**src/rtl/uwh_pkg.sv**
```systemverilog
package uwh_pkg;
  localparam int ADDR_W  = 6;
  localparam int DATA_W  = 16;
  localparam int HDR_W   = 3 + ADDR_W;
  localparam int FRAME_W = HDR_W + DATA_W;
  localparam int SLOT_W  = $clog2(FRAME_W + 1);

  typedef enum logic [2:0] {
    CMD_READ = 3'd0, CMD_WRITE = 3'd1, CMD_ERASE = 3'd2, CMD_PROG_ON = 3'd3,
    CMD_PROG_OFF = 3'd4, CMD_ERASE_ALL = 3'd5, CMD_WRITE_ALL = 3'd6, CMD_RSVD = 3'd7
  } cmd_e;

  typedef enum logic [2:0] {
    S_IDLE, S_PRE, S_FRAME, S_GAP, S_POLL, S_FIN
  } st_e;

  function automatic logic cmd_known(cmd_e c);
    return c != CMD_RSVD;
  endfunction

  function automatic logic cmd_polls(cmd_e c);
    return (c == CMD_WRITE) || (c == CMD_ERASE) ||
           (c == CMD_ERASE_ALL) || (c == CMD_WRITE_ALL);
  endfunction

  function automatic logic [SLOT_W-1:0] frame_slots(cmd_e c);
    if (c == CMD_READ || c == CMD_WRITE || c == CMD_WRITE_ALL)
      return SLOT_W'(FRAME_W);
    return SLOT_W'(HDR_W);
  endfunction

  // Left-aligned frame image; the first bit on the wire is the MSB.
  function automatic logic [FRAME_W-1:0] frame_word(cmd_e c, logic [ADDR_W-1:0] a,
                                                    logic [DATA_W-1:0] d);
    logic [1:0]        opc;
    logic [ADDR_W-1:0] fa;
    logic [DATA_W-1:0] fd;
    opc = 2'b00;
    fa  = a;
    fd  = '0;
    case (c)
      CMD_READ:      opc = 2'b10;
      CMD_WRITE:     begin opc = 2'b01; fd = d; end
      CMD_ERASE:     opc = 2'b11;
      CMD_PROG_ON:   fa = {2'b11, {(ADDR_W-2){1'b0}}};
      CMD_PROG_OFF:  fa = {2'b00, {(ADDR_W-2){1'b0}}};
      CMD_ERASE_ALL: fa = {2'b10, {(ADDR_W-2){1'b0}}};
      CMD_WRITE_ALL: begin fa = {2'b01, {(ADDR_W-2){1'b0}}}; fd = d; end
      default:       ;
    endcase
    return {1'b1, opc, fa, fd};
  endfunction
endpackage

```
**src/rtl/uwh_sclk.sv**
```systemverilog
module uwh_sclk #(
  parameter int HALF_CYC = 25
) (
  input  logic clk,
  input  logic rst_n,
  input  logic run,
  output logic sk,
  output logic slot_end
);
  localparam int HALF_W = (HALF_CYC > 1) ? $clog2(HALF_CYC) : 1;
  localparam logic [HALF_W-1:0] CNT_LAST = HALF_W'(HALF_CYC - 1);

  logic [HALF_W-1:0] cnt;
  logic              ph;

  always_ff @(posedge clk or negedge rst_n) begin
    if (!rst_n) begin
      cnt <= '0;
      ph  <= 1'b0;
    end else if (!run) begin
      cnt <= '0;
      ph  <= 1'b0;
    end else if (cnt == CNT_LAST) begin
      cnt <= '0;
      ph  <= ~ph;
    end else begin
      cnt <= cnt + 1'b1;
    end
  end

  assign sk       = ph;
  assign slot_end = run && ph && (cnt == CNT_LAST);
endmodule

```
**src/rtl/uwh_rxcap.sv**
```systemverilog
module uwh_rxcap #(
  parameter int W = 16
) (
  input  logic         clk,
  input  logic         rst_n,
  input  logic         clear,
  input  logic         shift,
  input  logic         bit_in,
  output logic [W-1:0] word
);
  always_ff @(posedge clk or negedge rst_n) begin
    if (!rst_n)     word <= '0;
    else if (clear) word <= '0;
    else if (shift) word <= {word[W-2:0], bit_in};
  end
endmodule

```
**src/rtl/uwire_host.sv**
```systemverilog
module uwire_host
  import uwh_pkg::*;
#(
  parameter int HALF_CYC   = 25,
  parameter int CSL_CYC    = 25,
  parameter int POLL_LIMIT = 1_100_000
) (
  input  logic        clk,
  input  logic        rst_n,
  input  logic        req_valid,
  output logic        req_ready,
  input  logic [2:0]  req_op,
  input  logic [5:0]  req_addr,
  input  logic [15:0] req_wdata,
  output logic        done,
  output logic        err,
  output logic [15:0] rd_data,
  output logic        mem_sel,
  output logic        mem_clk,
  output logic        mem_din,
  input  logic        mem_dout
);
  localparam int CSL_W  = $clog2(CSL_CYC + 1);
  localparam int POLL_W = $clog2(POLL_LIMIT + 1);
  localparam logic [CSL_W-1:0]  CSL_LAST  = CSL_W'(CSL_CYC - 1);
  localparam logic [POLL_W-1:0] POLL_LAST = POLL_W'(POLL_LIMIT - 1);
  localparam logic [SLOT_W-1:0] HDR_SLOTS = SLOT_W'(HDR_W);

  st_e                 st;
  cmd_e                op_q;
  cmd_e                req_cmd;
  logic [FRAME_W-1:0]  shreg;
  logic [SLOT_W-1:0]   slot_q, last_q;
  logic [CSL_W-1:0]    wait_q;
  logic [POLL_W-1:0]   pcnt;
  logic                err_q;

  // named internal events
  logic in_frame, in_poll, slot_end, accept, cap_shift;

  assign req_cmd   = cmd_e'(req_op);
  assign in_frame  = (st == S_FRAME);
  assign in_poll   = (st == S_POLL);
  assign accept    = (st == S_IDLE) && req_valid;
  assign cap_shift = in_frame && slot_end && (op_q == CMD_READ) && (slot_q >= HDR_SLOTS);

  uwh_sclk #(.HALF_CYC(HALF_CYC)) i_sclk (
    .clk(clk), .rst_n(rst_n), .run(in_frame), .sk(mem_clk), .slot_end(slot_end)
  );

  uwh_rxcap #(.W(DATA_W)) i_rxcap (
    .clk(clk), .rst_n(rst_n), .clear(accept && req_cmd == CMD_READ),
    .shift(cap_shift), .bit_in(mem_dout), .word(rd_data)
  );

  always_ff @(posedge clk or negedge rst_n) begin
    if (!rst_n) begin
      st     <= S_IDLE;
      op_q   <= CMD_READ;
      shreg  <= '0;
      slot_q <= '0;
      last_q <= '0;
      wait_q <= '0;
      pcnt   <= '0;
      err_q  <= 1'b0;
    end else begin
      case (st)
        S_IDLE: if (req_valid) begin
          op_q   <= req_cmd;
          shreg  <= frame_word(req_cmd, req_addr, req_wdata);
          slot_q <= '0;
          last_q <= frame_slots(req_cmd) - SLOT_W'(1);
          wait_q <= '0;
          pcnt   <= '0;
          err_q  <= !cmd_known(req_cmd);
          st     <= cmd_known(req_cmd) ? S_PRE : S_FIN;
        end
        S_PRE, S_GAP: begin
          if (wait_q == CSL_LAST) begin
            wait_q <= '0;
            st     <= (st == S_PRE) ? S_FRAME : S_POLL;
          end else begin
            wait_q <= wait_q + 1'b1;
          end
        end
        S_FRAME: if (slot_end) begin
          shreg <= {shreg[FRAME_W-2:0], 1'b0};
          if (slot_q == last_q) st <= cmd_polls(op_q) ? S_GAP : S_FIN;
          else                  slot_q <= slot_q + 1'b1;
        end
        S_POLL: begin
          if (mem_dout) begin
            st <= S_FIN;
          end else if (pcnt == POLL_LAST) begin
            err_q <= 1'b1;
            st    <= S_FIN;
          end else begin
            pcnt <= pcnt + 1'b1;
          end
        end
        S_FIN:   st <= S_IDLE;
        default: st <= S_IDLE;
      endcase
    end
  end

  assign req_ready = (st == S_IDLE);
  assign done      = (st == S_FIN);
  assign err       = err_q;
  assign mem_sel   = in_frame || in_poll;
  assign mem_din   = in_frame && shreg[FRAME_W-1];
endmodule

```
**config.mk**
```make
export PLATFORM = sky130hd
export DESIGN_NAME = uwire_host
export DESIGN_NICKNAME = d
export VERILOG_FILES = /design/src/rtl/uwh_pkg.sv /design/src/rtl/uwh_sclk.sv /design/src/rtl/uwh_rxcap.sv /design/src/rtl/uwire_host.sv
export SDC_FILE = /design/constraint.sdc
export NUM_CORES = 1
export LEC_CHECK = 0
export ABC_CLOCK_PERIOD_IN_PS = 2900
export BUFFER_PORTS_ARGS = -buffer_cell sky130_fd_sc_hd__buf_2
export CORE_MARGIN = 8
export CORE_UTILIZATION = 50
export DETAILED_ROUTE_END_ITERATION = 16
export GPL_ROUTABILITY_DRIVEN = 0
export HOLD_SLACK_MARGIN = 0.1
export MAX_ROUTING_LAYER = met4
export PLACE_DENSITY = 0.7
export SLEW_MARGIN = 20
export SYNTH_ARGS = -nofsm -noshare
export SYNTH_HDL_FRONTEND = slang
export SYNTH_SLANG_ARGS = --single-unit
```
**constraint.sdc**
```tcl
create_clock -name clk -period 2.9 [get_ports clk]
set_clock_uncertainty 0.15 [all_clocks]
set_input_delay 0.58 -clock clk [delete_from_list [all_inputs] [get_ports clk]]
set_output_delay 0.58 -clock clk [all_outputs]
set_load 0.01 [all_outputs]
```
==> flow_metrics.tcl, run 1 <==
set metrics [dict create \
    numCtsBuffers 9 \
    wire_per_inst_um 14.8 \
    track_usage_pct 17.9 \
    crit_type "register to register" \
    cp.arrival_ps 2550 \
    ys_ff_latch 87 \
    synthAdderAreaFrac_pct 2.60 \
    clock_path_buffers 2 \
    placed_area_um2 4760 \
    worstRegToRegCells 5 \
    syn_to_final_growth_pct 16.0 \
    dieWidth_um 109 \
    start_util_pct 50.6 \
    fin_nets 574 \
    drc 0 \
    synth_area_um2 4330 \
    leakage_nw 2.23 \
    synth_compound_area_share_pct 15.0 \
    p_clk_share_pct 24.6 \
    first_global_vias 3654 \
    hold_violations 0 \
    crit_path_max_incr_delay_ps 540 \
    grt_antenna_before_repair 2 \
    p_switching_mw 1.48 \
    cp-start-kind "register" \
    hold_start "req_wdata[0]" \
    powerDensity_nw_per_um2 833 \
    holdWs_ps 298 \
    grt_overflow_total 0 \
    synth_top_family_by_area "simple AND/OR/NAND/NOR gates" \
    drt-total-wl_um 9640 \
    finalCriticalPeriod_ps 2430 \
    tightestPinTransition_ps 527 \
    cts_tree "built" \
    first_iter_violations 173 \
    min_period_over_period_pct 83.6 \
    row_count 34 \
    synth_top_area_share_pct 50.3 \
    drtPass1Iterations 4 \
    reg2reg_from "st[0]" \
    path_cells "or4b_1 -> or2_4 -> or4_1 -> or3_1 -> a21oi_1" \
    hold_end "shreg[0]" \
    fin_util_pct 58.7 \
    p_int_mw 2.69 \
    portBuffers 50 \
    die_h_um 109 \
    crit_path_top_delay_cell "or4b_1" \
    synth.area.top_cells "dfrtp_1 50%, nor2_1 6.4%, nand2_1 5.9%" \
    grt_pass1_wl_um 16800 \
    power_mw 4.18 \
    syn_area_per_cell_um2 8.90 \
    cp-end-kind "register" \
    clk_pin_slew_worst_paths_ps 90 \
    clock_latency_ps 350 \
    dr_total_vias 3628 \
    clock-sinks 87 \
    drive_gt1_share_pct 16.6 \
    place_hpwl_um 6790 \
    switching_share_pct 35.5 \
    setup_violations 0 \
    synth_most_common_cell "dfrtp_1" \
    cap_violations 0 \
    p_comb_share_pct 31.5 \
    status "complete, no violations" \
    yosys-top-cells-count "87 x dfrtp_1, 74 x nor2_1, 68 x nand2_1, 40 x o21ai_0, 26 x clkbuf_1" \
    muxShareOfSynthArea_pct 0.694 \
    yosysUniqueCellTypes 47 \
    crit_required_ps 3030 \
    synth-edff-count 0 \
    reg2reg_to "pcnt[11]" \
    max_freq_mhz 412 \
    viasPerCell 5.57 \
    synth-seq-area-share_pct 50.3 \
    coreArea_um2 8550 \
    post_cts_buffers 0 \
    synth-warning-count 0 \
    p_seq_share_pct 43.9 \
    path_max_fanout 6 \
    stdcell_area_um2 5020 \
    ant_nets 0 \
    r2r_slack_ps 470 \
    ios 51 \
    maxSlewViolCount 0 \
    slew_headroom_pct 64.8 \
    synth_fp_nets 524 \
    postCtsHoldBufs 1 \
    hp-class "primary input to register" \
    rsz0062_at_grt "no" \
    die_area_um2 11900 \
    n_fill_cell 745 \
    clockRootBuffer "clkbuf_8" \
    min_path_cells 3 \
    synthArstFlopShare_pct 100 \
    vdd_drop_max_uv 476 \
    cts_resized 0 \
    tns_ps 0 \
    synth-xor-area-share_pct 3.44 \
    grt_start_max_net_pins 49 \
    yosysTopAreaCell "dfrtp_1" \
    htreeDepth 3 \
    synthCells 486 \
    synth-simple-area-share_pct 23.9 \
    synth-main-ff-cell "dfrtp_1" \
]
==> through the flow <==
| stage | instances | worst slack [ps] |
|---|---|---|
| floorplan | 486 | 239 |
| global placement | 632 | 154 |
| detailed placement | 632 | 124 |
| CTS | 649 | 472 |
| global route | 651 | 340 |
| finish | 651 | 475 |
==> final cells by class <==
class | count | area [µm²] | share of cell area [%]
repair buffers | 67 | 395 | 7.88
well taps | 108 | 135 | 2.69
multi-input cells | 353 | 1990 | 39.7
flip-flops and latches | 87 | 2180 | 43.4
clock buffers | 9 | 124 | 2.47
clock inverters | 7 | 120 | 2.39
inverters | 18 | 67.6 | 1.35
diodes | 2 | 5.00 | 0.0998
==> per-layer routing <==
layer | vias to the layer above | part of all wire, % | GRT usage, %
li1 | 1799 | - | -
met1 | 1753 | 46 | 21.2
met2 | 59 | 49 | 29.1
met3 | 17 | 3.8 | 3.84
met4 | 0 | 1.8 | 7.04
met5 | - | 0 | -
==> flip-flops by register name, summed over array words and instances (netlist names) <==
register	flops
shreg	25
pcnt	21
i_rxcap.word	16
i_sclk.cnt	5
slot_q	5
wait_q	5
op_q	3
st	3
last_q	2
err	1
i_sclk.sk	1
==> critical path: cells and delay by family, from the launching register on <==
kind | cells | cell delay, ps
AOI/OAI and AO/OA | 1 | 140
DFF | 1 | 390
and+or+nand+nor | 4 | 1680
==> kinds of logic after synthesis <==
logic type               Yosys count
AND/OR/NAND/NOR                  221
AO/OA/AOI/OAI                    103
flip-flops                        87
buffers and inverters             46
XOR/XNOR                          17
adder cells (fa/ha/maj)            9
multiplexers                       3
==> power by group through the flow <==
stage               sequential, mW  clock, mW  combinational [mW]
floorplan                     1.86          0               0.814
global placement              1.84          0                1.28
detailed placement            1.86          0                1.33
CTS                           1.83       1.05                1.34
global route                  1.88       1.10                1.50
finish                        1.83       1.03                1.32
==> cell usage in the layout, fill, tap and decap left out, drive strengths merged, types with 3 or more instances in the layout <==
master	count
dfrtp	87
nor2	74
nand2	68
buf	66
o21ai	40
a21oi	22
a221oi	21
inv	19
nand3	17
nor3	11
xor2	11
ha	9
clkbuf	9
nand4	8
or3	8
xnor2	6
nor4b	5
and2	4
or4	4
nor4	4
or2	4
nand2b	3
a31oi	3
mux2i	3
bufinv	3
==> worst max path at each step <==
stage / startpoint / to / cells past startpoint
detailed placement: mem_dout / pcnt[11] / 6
global route: st[0] / mem_din / 5
global placement: mem_dout / pcnt[11] / 6
finish: st[0] / pcnt[11] / 5
floorplan: mem_dout / pcnt[11] / 6
CTS: st[0] / pcnt[11] / 5
Power figures use the tool's default switching activity.
==> run 2, diff against run 1 <==
ABC_CLOCK_PERIOD_IN_PS = 2490   (was 2900)
clock period = 2.49 ns   (was 2.9 ns; I/O delays follow)
==> run 2 against run 1 <==
Count of clock-buffer cells in the layout rose by 1. Sequential share of layout area fell by 0.30 points. Final area rose by 0.70%. Setup slack got worse by 340 ps. Cell count rose by 0.61%. Total power rose by 16%. Clock power rose by 9%. First-iteration DRC count rose by 3.5%. Via count rose by 0.58%.
==> flow_metrics.tcl, run 2 (same netlist as run 1, synthesis figures left out) <==
set metrics [dict create \
    grt_overflow_total 0 \
    antenna_cells 0 \
    crit_required_ps 2620 \
    slew_headroom_pct 65.6 \
    worst-path-buf-inv 0 \
    reg_top3 "shreg x25, pcnt x21, i_rxcap.word x16" \
    drtPass1Iterations 4 \
    setup_violations 0 \
    drt-total-wl_um 9820 \
    ios 51 \
    post_cts_buffers 0 \
    die_h_um 109 \
    grt_antenna_before_repair 0 \
    crit_type "register to register" \
    hold_violations 0 \
    start_util_pct 50.6 \
    drc 0 \
    fin_nets 580 \
    clock_latency_ps 350 \
    track_usage_pct 17.6 \
    path_max_fanout 3 \
    layout_common_cells "87 x dfrtp_1, 74 x nor2_1, 68 x nand2_1" \
    portBuffers 50 \
    max_freq_mhz 425 \
    clock-sinks 87 \
    power_mw 4.83 \
    viasPerCell 5.57 \
    fin_cells 655 \
    first_global_vias 3588 \
    die_area_um2 11900 \
    tightestPinTransition_ps 516 \
    powerDensity_nw_per_um2 957 \
    crit_path_top_delay_cell "or4b_4" \
    grt_start_max_net_pins 39 \
    coreArea_um2 8550 \
    vdd_drop_max_uv 456 \
    leakage_nw 2.25 \
    cts_tree "built" \
    cp-end-kind "register" \
    numCtsBuffers 9 \
    maxSlewViolCount 0 \
    clock_path_buffers 2 \
    top_register "shreg" \
    path_cells "or4b_4 -> or2_4 -> or4_1 -> or3_1 -> a21oi_1" \
    cp-start-kind "register" \
    mostFrequentLayoutCell "dfrtp_1" \
    clk_pin_slew_worst_paths_ps 90 \
    rsz0062_at_grt "no" \
    status "complete, no violations" \
    grt_pass1_wl_um 16500 \
    crit_path_max_incr_delay_ps 520 \
    clockRootBuffer "clkbuf_8" \
    drive_gt1_share_pct 17.7 \
    htreeDepth 3 \
    syn_to_final_growth_pct 16.8 \
    dr_total_vias 3649 \
    min_period_over_period_pct 94.5 \
    crit_family "simple AND/OR/NAND/NOR gates" \
    placedCellCount 637 \
    first_iter_violations 179 \
    row_count 34 \
    place_hpwl_um 6850 \
    cp.arrival_ps 2480 \
    largest_reg_flops 25 \
    hp-class "primary input to register" \
    wire_per_inst_um 15.0 \
    finalCriticalPeriod_ps 2350 \
    cap_violations 0 \
    dieWidth_um 109 \
    ant_nets 0 \
]
[run 2: cell count changes in the layout (fill, tap and decap cells not counted)]
cell / before / now
or4b_1: 1 / 0
bufinv_16: 3 / 2
or4b_4: 0 / 1
clkbuf_8: 9 / 10
clkinv_4: 1 / 0
inv_6: 1 / 2
nor3b_2: 1 / 0
buf_2: 49 / 50
nor3b_4: 0 / 1
buf_4: 16 / 20
diode_2: 2 / 0
buf_6: 0 / 1
[run 2: worst register-to-register path, stage by stage (launching register included)]
cell and delay (ps):
dfrtp_1 390, or4b_4 520, or2_4 270, or4_1 500, or3_1 320, a21oi_1 120
[run 2: repair_timing]
action / CTS / global route
endpoints found under the hold margin: 25 / 0
hold buffers: 1 / 0
setup endpoints to repair: 1 / 1
cloned: 0 / 1
gates resized for setup: 1 / 1
pin swaps: 0 / 0
[run 2: layout make-up]
cell class	instances	area, µm²
clock buffers	10	138
clock inverters	6	90.1
repair buffers	73	442
flip-flops and latches	87	2180
fillers	785	3500
multi-input cells	353	2000
inverters	18	67.6
well taps	108	135
[run 2: where the power goes]
part	total [mW]	leakage, nW	switching [mW]	internal (mW)
registers	2.13	1.10	0.285	1.85
clock network	1.12	0.113	0.524	0.598
logic	1.58	1.04	0.931	0.648
[run 2: through the flow]
step | util [%] | setup TNS, ps | hold slack, ps | area [µm²] | worst slack, ps
after floorplan | - | -51.1 | 52.4 | 4340 | -51.1
after global placement | 56.1 | -75.4 | 283 | 4800 | -75.4
after detailed placement | 56.1 | -102 | 290 | 4800 | -102
after CTS | 58.9 | 0 | 204 | 5040 | 52.2
after global routing | 59.1 | 0 | 210 | 5050 | 2.58
final | 59.1 | 0 | 216 | 5050 | 137
[run 2: final timing paths]
path | end | startpoint | slack (ps) | cells after the start
worst max-delay path | pcnt[11] | st[0] | 140 | 5
worst min-delay path | shreg[0] | req_wdata[0] | 220 | 3
worst max register to register | pcnt[11] | st[0] | 140 | 5
worst min register to register | shreg[0] | shreg[0] | 330 | 2
max in group asynchronous | shreg[12] | rst_n | 1100 | 3
min in group asynchronous | i_rxcap.word[9] | rst_n | 450 | 2
[run 2: per-layer routing]
layer  vias up  global-route usage (%)  share of wire [%]
li1       1813                       -                  -
met1      1769                    21.2                 46
met2        53                    28.8                 49
met3        14                    3.31                3.4
met4         0                    6.45                1.5
met5         -                       -                  0
==> run 3, diff against run 2 <==
--- a/constraint.sdc
+++ b/constraint.sdc
@@ -3,3 +3,3 @@
 set_input_delay 0.498 -clock clk [delete_from_list [all_inputs] [get_ports clk]]
 set_output_delay 0.498 -clock clk [all_outputs]
-set_load 0.01 [all_outputs]
+set_load 0.02 [all_outputs]
==> run 3 against run 2 <==
Die area unchanged. Global-route usage down 0.22 points. Total power down 1.4%. Via count down 0.66%. Final area down 0.27%. Count of clock-buffer cells in the layout up 1. Sequential power about the same. Sequential cell count unchanged. Hold slack better by 1.2 ps. Register-to-register slack better by 30 ps. Combinational power up 7%. Largest cell class unchanged.
==> flow_metrics.tcl, run 3 (same netlist as run 1, synthesis figures left out) <==
set metrics [dict create \
    die_h_um 109 \
    rsz0062_at_grt "no" \
    crit_required_ps 2620 \
    crit_type "register to register" \
    reg2reg_from "st[0]" \
    hold_violations 0 \
    clock-sinks 87 \
    switching_share_pct 38.6 \
    maxSlewViolCount 0 \
    max_freq_mhz 430 \
    p_clk_share_pct 19.8 \
    htreeDepth 3 \
    min_period_over_period_pct 93.4 \
    portBuffers 50 \
    cp-end-kind "register" \
    powerDensity_nw_per_um2 946 \
    slew_headroom_pct 55.7 \
    cap_violations 0 \
    drive_gt1_share_pct 18.2 \
    path_cells "or4b_4 -> or2_4 -> or4_1 -> or3_1 -> a21oi_1" \
    drtPass1Iterations 4 \
    leakage_nw 2.24 \
    row_count 34 \
    power_mw 4.77 \
    coreArea_um2 8550 \
    crit_path_max_incr_delay_ps 520 \
    tightestPinTransition_ps 664 \
    clockRootBuffer "clkbuf_8" \
    fin_util_pct 58.9 \
    reg2reg_to "pcnt[11]" \
    first_iter_violations 201 \
    setup_violations 0 \
    syn_to_final_growth_pct 16.5 \
    wire_per_inst_um 14.4 \
    mostFrequentLayoutCell "dfrtp_1" \
    grt_start_max_net_pins 53 \
    path_max_fanout 3 \
    worstRegToRegCells 5 \
    p_switching_mw 1.84 \
    crit_family "simple AND/OR/NAND/NOR gates" \
    dr_total_vias 3625 \
    dieWidth_um 109 \
    crit_path_top_delay_cell "or4b_4" \
    grt_pass1_wl_um 16300 \
    p_seq_share_pct 44.6 \
    largest_reg_flops 25 \
    grt_overflow_total 0 \
    tns_ps 0 \
    track_usage_pct 17.4 \
    fin_nets 583 \
    hold_start "req_wdata[0]" \
    cts_tree "built" \
    hold_end "shreg[0]" \
    place_hpwl_um 6800 \
    layout_common_cells "87 x dfrtp_1, 74 x nor2_1, 68 x nand2_1" \
    finalCriticalPeriod_ps 2330 \
    clock_latency_ps 350 \
    reg_top3 "shreg x25, pcnt x21, i_rxcap.word x16" \
    drc 0 \
    clk_pin_slew_worst_paths_ps 90 \
    p_comb_share_pct 35.6 \
    die_area_um2 11900 \
    ant_nets 0 \
    clock_path_buffers 2 \
    crit_cells 5 \
    cp.arrival_ps 2460 \
    hp-class "primary input to register" \
    top_register "shreg" \
    viasPerCell 5.51 \
    min_path_cells 3 \
    stdcell_area_um2 5040 \
    grt_antenna_before_repair 0 \
    drt-total-wl_um 9470 \
    ios 51 \
    status "complete, no violations" \
    start_util_pct 50.6 \
    placed_area_um2 4820 \
    first_global_vias 3598 \
    antenna_cells 0 \
    r2r_slack_ps 160 \
    worst-path-buf-inv 0 \
    vdd_drop_max_uv 468 \
    cp-start-kind "register" \
    numCtsBuffers 9 \
    p_int_mw 2.93 \
]
run 3: worst min-delay path: stages:
cell	delay, ps
buf_2	80
nand3_1	50
nand2_1	60
run 3: what timing repair did:
item / 4_1_cts / 5_1_grt
setup endpoints to repair: 0 / 1
gates resized for setup: 0 / 1
setup buffers: 0 / 1
hold endpoints to repair: 49 / 0
hold buffers: 1 / 0
run 3: power groups by stage:
stage	registers [mW]	clock network, mW	logic, mW
detailed placement	2.16	0	1.69
floorplan	2.27	0	0.972
global route	2.18	1.03	1.92
global placement	2.13	0	1.64
finish	2.13	0.946	1.69
CTS	2.13	0.973	1.70
run 3: final cells by class:
cell class                      instances  area (µm²)
Tap cell                              108         135
Timing Repair Buffer                   76         463
Clock buffer                           11         151
Multi-Input combinational cell        353        2000
Sequential cell                        87        2180
Clock inverter                          5        41.3
Inverter                               18        67.6
Fill cell                             790        3510
run 3: worst max-delay path by stage:
stage | startpoint | to
6_report | st[0] | pcnt[11]
5_1_grt | st[1] | mem_din
4_1_cts | st[1] | mem_din
3_5_place_dp | mem_dout | pcnt[11]
3_3_place_gp | mem_dout | pcnt[11]
2_1_floorplan | mem_dout | pcnt[11]
run 3: metal layers:
metal  GRT usage [%]  part of all wire (%)  vias up
met2            28.7                    50       68
met5               -                     0        -
met4            4.99                  0.41        0
li1                -                     -     1810
met3            3.78                   4.6        5
met1            20.9                    45     1742
run 3: metrics by stage:
stage | cells | hold slack (ps) | setup slack (ps)
after floorplan | 486 | 52.4 | -51.1
after global placement | 640 | 306 | -77.5
after detailed placement | 640 | 318 | -94.8
after CTS | 657 | 208 | 53.5
after global routing | 658 | 202 | 43.4
final | 658 | 217 | 164
